File: src/rtl/pmul_pkg.sv
package pmul_pkg;
  typedef enum logic {PICK_EVEN = 1'b0, PICK_ODD = 1'b1} pick_e;
  localparam int unsigned PMUL_STAGES = 3;
endpackage

File: src/rtl/pmul_rst_sync.sv
module pmul_rst_sync #(
  parameter int unsigned SYNC_FLOPS = 2
) (
  input  logic clk,
  input  logic arst_n,
  output logic srst_n
);
  logic [SYNC_FLOPS-1:0] chain_d, chain_q;

  always_comb chain_d = {chain_q[SYNC_FLOPS-2:0], 1'b1};

  always_ff @(posedge clk or negedge arst_n) begin
    if (!arst_n) chain_q <= '0;
    else         chain_q <= chain_d;
  end

  assign srst_n = chain_q[SYNC_FLOPS-1];
endmodule

File: src/rtl/pmul_lane_pick.sv
module pmul_lane_pick
  import pmul_pkg::*;
#(
  parameter int unsigned LANE_W = 16,
  parameter int unsigned PAIRS  = 2
) (
  input  logic                          clk,
  input  logic                          rst_n,
  input  logic                          en,
  input  pick_e                         pick,
  input  logic [2*PAIRS*LANE_W-1:0]     a,
  input  logic [2*PAIRS*LANE_W-1:0]     b,
  output logic [PAIRS-1:0][LANE_W-1:0]  a_q,
  output logic [PAIRS-1:0][LANE_W-1:0]  b_q
);
  logic [PAIRS-1:0][LANE_W-1:0] a_d, b_d;

  // Lane 2k+pick of each operand feeds product slot k.
  always_comb begin
    for (int k = 0; k < PAIRS; k++) begin
      a_d[k] = a[(2*k + int'(pick))*LANE_W +: LANE_W];
      b_d[k] = b[(2*k + int'(pick))*LANE_W +: LANE_W];
    end
  end

  always_ff @(posedge clk or negedge rst_n) begin
    if (!rst_n) begin
      a_q <= '0;
      b_q <= '0;
    end else if (en) begin
      a_q <= a_d;
      b_q <= b_d;
    end
  end

  for (genvar k = 0; k < PAIRS; k++) begin : g_chk
    // the captured lane matches the chosen lane of the input
    a_r4_lane_pick: assert property (@(posedge clk) disable iff (!rst_n)
      en |=> (a_q[k] == (($past(pick) == PICK_ODD) ?
                         $past(a[(2*k+1)*LANE_W +: LANE_W]) :
                         $past(a[(2*k)*LANE_W +: LANE_W]))));
    a_r3_lane_pick_b: assert property (@(posedge clk) disable iff (!rst_n)
      en |=> (b_q[k] == (($past(pick) == PICK_ODD) ?
                         $past(b[(2*k+1)*LANE_W +: LANE_W]) :
                         $past(b[(2*k)*LANE_W +: LANE_W]))));
  end
endmodule

File: src/rtl/pmul_prod_pack.sv
module pmul_prod_pack #(
  parameter int unsigned LANE_W = 16,
  parameter int unsigned PAIRS  = 2
) (
  input  logic                           clk,
  input  logic                           rst_n,
  input  logic                           en_mul,
  input  logic                           en_out,
  input  logic [PAIRS-1:0][LANE_W-1:0]   a_q,
  input  logic [PAIRS-1:0][LANE_W-1:0]   b_q,
  output logic [2*PAIRS*LANE_W-1:0]      res_q
);
  localparam int unsigned PROD_W = 2 * LANE_W;
  localparam int unsigned WORD_W = PAIRS * PROD_W;

  logic [PAIRS-1:0][PROD_W-1:0] prod_d, prod_q;
  logic [WORD_W-1:0]            res_d;

  always_comb begin
    for (int k = 0; k < PAIRS; k++) begin
      prod_d[k] = PROD_W'($signed(a_q[k])) * PROD_W'($signed(b_q[k]));
    end
  end

  always_comb res_d = prod_q;  // slot k lands at bits [k*PROD_W +: PROD_W]

  always_ff @(posedge clk or negedge rst_n) begin
    if (!rst_n) begin
      prod_q <= '0;
      res_q  <= '0;
    end else begin
      if (en_mul) prod_q <= prod_d;
      if (en_out) res_q  <= res_d;
    end
  end

  for (genvar k = 0; k < PAIRS; k++) begin : g_chk
    // product sign follows operand signs when neither lane is zero
    a_r5_prod_sign: assert property (@(posedge clk) disable iff (!rst_n)
      (en_mul && (a_q[k] != '0) && (b_q[k] != '0)) |=>
        (prod_q[k][PROD_W-1] == ($past(a_q[k][LANE_W-1]) ^ $past(b_q[k][LANE_W-1]))));
    // a zero lane yields a zero product
    a_r5_prod_zero: assert property (@(posedge clk) disable iff (!rst_n)
      (en_mul && ((a_q[k] == '0) || (b_q[k] == '0))) |=> (prod_q[k] == '0));
  end
endmodule

File: src/rtl/pmul_tag_pipe.sv
module pmul_tag_pipe #(
  parameter int unsigned TAG_W = 5,
  parameter int unsigned DEPTH = 3
) (
  input  logic             clk,
  input  logic             rst_n,
  input  logic             in_v,
  input  logic [TAG_W-1:0] in_tag,
  output logic [DEPTH-1:0] v_stage,
  output logic [TAG_W-1:0] out_tag
);
  logic [DEPTH-1:0]            v_d, v_q;
  logic [DEPTH-1:0][TAG_W-1:0] tag_d, tag_q;

  always_comb begin
    v_d[0]   = in_v;
    tag_d[0] = in_v ? in_tag : tag_q[0];
    for (int i = 1; i < DEPTH; i++) begin
      v_d[i]   = v_q[i-1];
      tag_d[i] = v_q[i-1] ? tag_q[i-1] : tag_q[i];
    end
  end

  always_ff @(posedge clk or negedge rst_n) begin
    if (!rst_n) begin
      v_q   <= '0;
      tag_q <= '0;
    end else begin
      v_q   <= v_d;
      tag_q <= tag_d;
    end
  end

  assign v_stage = v_q;
  assign out_tag = tag_q[DEPTH-1];

  for (genvar i = 1; i < DEPTH; i++) begin : g_chk
    a_r2_valid_walk: assert property (@(posedge clk) disable iff (!rst_n)
      v_q[i-1] |=> v_q[i]);
    a_r8_bubble_walk: assert property (@(posedge clk) disable iff (!rst_n)
      !v_q[i-1] |=> !v_q[i]);
    a_r7_tag_walk: assert property (@(posedge clk) disable iff (!rst_n)
      v_q[i-1] |=> (tag_q[i] == $past(tag_q[i-1])));
  end
endmodule

File: src/rtl/pmul_packed_mul.sv
module pmul_packed_mul
  import pmul_pkg::*;
#(
  parameter int unsigned LANE_W = 16,
  parameter int unsigned PAIRS  = 2,
  parameter int unsigned TAG_W  = 5
) (
  input  logic                       clk,
  input  logic                       rst_n,
  input  logic [2*PAIRS*LANE_W-1:0]  op_a,
  input  logic [2*PAIRS*LANE_W-1:0]  op_b,
  input  logic                       sel_odd,
  input  logic                       in_valid,
  input  logic [TAG_W-1:0]           in_dest,
  output logic [2*PAIRS*LANE_W-1:0]  res,
  output logic [TAG_W-1:0]           res_dest,
  output logic                       res_valid
);
  logic                         srst_n;
  logic [PMUL_STAGES-1:0]       v_stage;
  logic [PAIRS-1:0][LANE_W-1:0] a_lane, b_lane;

  pmul_rst_sync #(.SYNC_FLOPS(2)) u_rst (
    .clk(clk), .arst_n(rst_n), .srst_n(srst_n)
  );

  pmul_tag_pipe #(.TAG_W(TAG_W), .DEPTH(PMUL_STAGES)) u_tag (
    .clk(clk), .rst_n(srst_n), .in_v(in_valid), .in_tag(in_dest),
    .v_stage(v_stage), .out_tag(res_dest)
  );

  pmul_lane_pick #(.LANE_W(LANE_W), .PAIRS(PAIRS)) u_pick (
    .clk(clk), .rst_n(srst_n), .en(in_valid), .pick(pick_e'(sel_odd)),
    .a(op_a), .b(op_b), .a_q(a_lane), .b_q(b_lane)
  );

  pmul_prod_pack #(.LANE_W(LANE_W), .PAIRS(PAIRS)) u_prod (
    .clk(clk), .rst_n(srst_n), .en_mul(v_stage[0]), .en_out(v_stage[1]),
    .a_q(a_lane), .b_q(b_lane), .res_q(res)
  );

  assign res_valid = v_stage[PMUL_STAGES-1];

  // no result leaves the block while the synchronised reset is active
  a_r1_quiet_in_reset: assert property (@(posedge clk)
    (srst_n === 1'b0) |-> !res_valid);
endmodule

File: config.mk
export PLATFORM = sky130hd
export DESIGN_NAME = pmul_packed_mul
export DESIGN_NICKNAME = d
export VERILOG_FILES = /design/src/rtl/pmul_pkg.sv /design/src/rtl/pmul_rst_sync.sv /design/src/rtl/pmul_lane_pick.sv /design/src/rtl/pmul_prod_pack.sv /design/src/rtl/pmul_tag_pipe.sv /design/src/rtl/pmul_packed_mul.sv
export SDC_FILE = /design/constraint.sdc
export NUM_CORES = 2
export LEC_CHECK = 0
export ABC_AREA = 1
export BUFFER_PORTS_ARGS = -buffer_cell sky130_fd_sc_hd__buf_2
export CAP_MARGIN = 10
export CORE_ASPECT_RATIO = 0.7
export CORE_MARGIN = 3
export CORE_UTILIZATION = 64
export DETAILED_ROUTE_END_ITERATION = 10
export PLACE_DENSITY = 0.87
export REMOVE_ABC_BUFFERS = 1
export SLEW_MARGIN = 10
export SYNTH_ARGS = -nofsm -noshare
export SYNTH_HDL_FRONTEND = slang
export SYNTH_SLANG_ARGS = --single-unit
File: constraint.sdc
create_clock -name clk -period 8 [get_ports clk]
set_input_delay 2 -clock clk [delete_from_list [all_inputs] [get_ports clk]]
set_output_delay 2 -clock clk [all_outputs]
set_load 0.005 [all_outputs]
==> results.md <==
* Hold WC Path Type: reg2reg
* DRC violations left at 0
* Chip width at 264 um
* Detail Route Antenna Nets at 0
* Initial antenna violation count at 0
* Hold path start: u_rst.chain_q[0]$_DFF_PN0_
* Num rows at 65
* Vias at 23900
* Maxcap violations at 0
* Maximum buffer depth of the clock tree at 3
* Drt first pass iters at 7
* Post-Syn Instances at 3747
* Status: finished clean
* Clock Latency Late Sink at 0.58 ns
* Syn Area/Cell at 7.98 um^2
* Postcts setup bufs at 0
* Crit path required time at 8.46 ns
* Crit path max fanout at 17
* FF-to-FF End: u_prod.prod_q[28]$_DFFE_PN0P_
* Slew @ Worst Pin at 1.13 ns
* Arr. time, crit path at 6.76 ns
* Synth Cell Area at 0.0299 mm^2
* Max Used Layer: met5
* Number of port buffers at 206
* # setup viols final at 0
* WHS Endpoint: u_rst.chain_q[1]$_DFF_PN0_
* Layout cells sized above 1 at 9.68%
* Area growth syn-to-layout at 6.73%
* Chip height at 187 um
* Main synth FF type: dfrtp_1
* Routed met2 length at 30500 um
* Worst Setup End Kind: register
* Share of the synthesized area in the top cell type at 35.1%
* # nets final at 4630
* Die ar. at 0.0494 mm^2
* Top post-synthesis cells by count: nand2_1 (1033), inv_1 (992), fa_1 (524)
* GRT overflow at 0
* Global-route wire length before repair at 128000 um
* EDFF count, synth at 0
* Worst path slowest cell: fa_1
* Core area at 0.0456 mm^2
* Post-synth ARST share at 100%
* Slew Limit Fails at 0
* Fmax achieved at 159 MHz
* Register area share after synthesis at 17.7%
* Hold-fix buffers at CTS at 0
* Ports at 207
* Cells on worst reg2reg path at 20
* Met1 WL at 33900 um
* Crit-path max cell delay at 0.94 ns
* TritonCTS clock tree: done
* Top post-synthesis cells by area: fa_1 (35%), dfrtp_1 (18%), nand2_1 (13%)
* RSZ-0062 raised after global routing: no
* Total Routing Usage GR at 32.6%
* Hold path cells at 0
* Leading cell type by number of instances after synthesis: nand2_1
* GPL Wtd Cong at 0.943
* Crit share post-route at 78.8%
* Cell Chain, Critical Path: nand2_1 > inv_1 > fa_1 > fa_1 > fa_1 > fa_1 > fa_1 > inv_1 > fa_1 > inv_1 > ha_1 > nand2_1 > nor2_1 > nand2_1 > nor3_2 > nand2_1 > nand3_1 > nand2_1 > nand3_1 > nand2_1
* Final Hold Viols at 0
* Fill count at 3469
* Setup_tns at 0 ns
* Fin crit period at 6.30 ns
* Clock Tree Root: clkbuf_16
* DP HPWL at 61600 um
* Total wire length at 77400 um
* Iteration-0 DRC Markers at 2425
* Layout Skew at 0.0194 ns
* Largest net degree at the start of global routing at 87
* Critical Path Source Type: register
* Worst R2R Setup Slack at 1.70 ns
* CTS sink count at 212
* Antenna cell count at 0
* Slew margin rel. at 24.5%
* CTS H-tree depth at 1
* Vias per cell at 5.40
* Initial Util at 65.5%
* Worst setup path category: reg2reg
* Post-CTS sizing at 0
* Number of CTS-inserted buffers at 24
* Wire length on met3 at 11500 um
* Ys Warns at 0
* Vias in the first global route at 24500
* Yosys cell types at 36
* Drt wl/cell at 17.5 um
* RR Startpoint: u_pick.a_q[15]$_DFFE_PN0P_
* Clk slew on worst S/H paths at 0.06 ns
* Cell type with the largest total area after synthesis: fa_1
* Yosys reg bits at 212
[worst max-delay path by stage]
stage | startpoint | to | slack (ns)
floorplan | u_rst.chain_q[1]$_DFF_PN0_ | u_pick.a_q[0]$_DFFE_PN0P_ | 1.65
global placement | u_pick.a_q[15]$_DFFE_PN0P_ | u_prod.prod_q[28]$_DFFE_PN0P_ | 1.95
detailed placement | u_pick.a_q[15]$_DFFE_PN0P_ | u_prod.prod_q[31]$_DFFE_PN0P_ | 1.78
CTS | u_pick.a_q[15]$_DFFE_PN0P_ | u_prod.prod_q[31]$_DFFE_PN0P_ | 1.79
global route | u_pick.a_q[31]$_DFFE_PN0P_ | u_prod.prod_q[60]$_DFFE_PN0P_ | 1.38
finish | u_pick.a_q[15]$_DFFE_PN0P_ | u_prod.prod_q[28]$_DFFE_PN0P_ | 1.70
[per-layer routing]
metal,global-route usage (%),vias up
met5,2.22,-
met4,5.20,2
met3,11.5,99
met2,44.5,1349
met1,50.9,11500
li1,-,10900
[sequential cells by signal, summed over array words and instances, names as in the netlist]
name,count
u_tag.tag_q,10
u_rst.chain_q,2
u_pick.a_q,32
u_prod.prod_q,64
u_tag.v_stage,3
u_pick.b_q,32
u_tag.out_tag,5
u_prod.res_q,64
[critical path: cells and delay by family (launching register included)]
family	cells	cell delay (ns)
flip-flops	1	0.77
adder cells (fa/ha/maj)	7	3.92
AND/OR/NAND/NOR	10	1.23
buffers and inverters	3	0.26
[cell families (layout without fill, tap and decap cells)]
logic type                 count (synthesis)  count (layout)  share of synthesized area, %
muxes                                     59              59                          2.22
other                                      1               1                        0.0125
buffers and inverters                   1181            1256                          14.9
and+or+nand+nor                         1374            1374                          18.4
adders and majority gates                688             688                          41.9
xor gates and xnor gates                  25              25                         0.732
AOI/OAI and AO/OA                        207             207                          3.97
DFF                                      212             212                          17.7
[stage by stage]
stage	area, um^2	utilization [%]	instances	hold WS (ns)	setup WS, ns
after global routing	31900	70.0	4425	0.381	1.38
after detailed placement	31000	68.0	4382	0.350	1.78
final	31900	70.0	4425	0.366	1.70
after global placement	31000	68.0	4382	0.334	1.95
after CTS	31900	70.0	4425	0.366	1.79
after floorplan	29200	-	3565	0.331	1.65
[area by class of cell]
| cell class | instances | area (um^2) | area share, % |
|---|---|---|---|
| multi-input combinational | 2354 | 20100 | 63.1 |
| timing repair buffer | 214 | 1090 | 3.43 |
| inverter | 999 | 3750 | 11.7 |
| sequential | 212 | 5310 | 16.6 |
| clock inverter | 11 | 164 | 0.514 |
| clock buffer | 32 | 711 | 2.23 |
| tap | 603 | 754 | 2.36 |
[cells in the final DEF, fill, tap and decap left out, drive strengths merged, types with 55 or more instances in the layout]
master and n:
nor2 190, buf 214, fa 524, nand2 1046, ha 164, dfrtp 212, a21oi 61, o21ai 59
nand3 86, a31oi 55, mux2 59, inv 1000
Power is not shown: default switching activity piles up to over one toggle a cycle in this logic, so the estimate is an artifact.
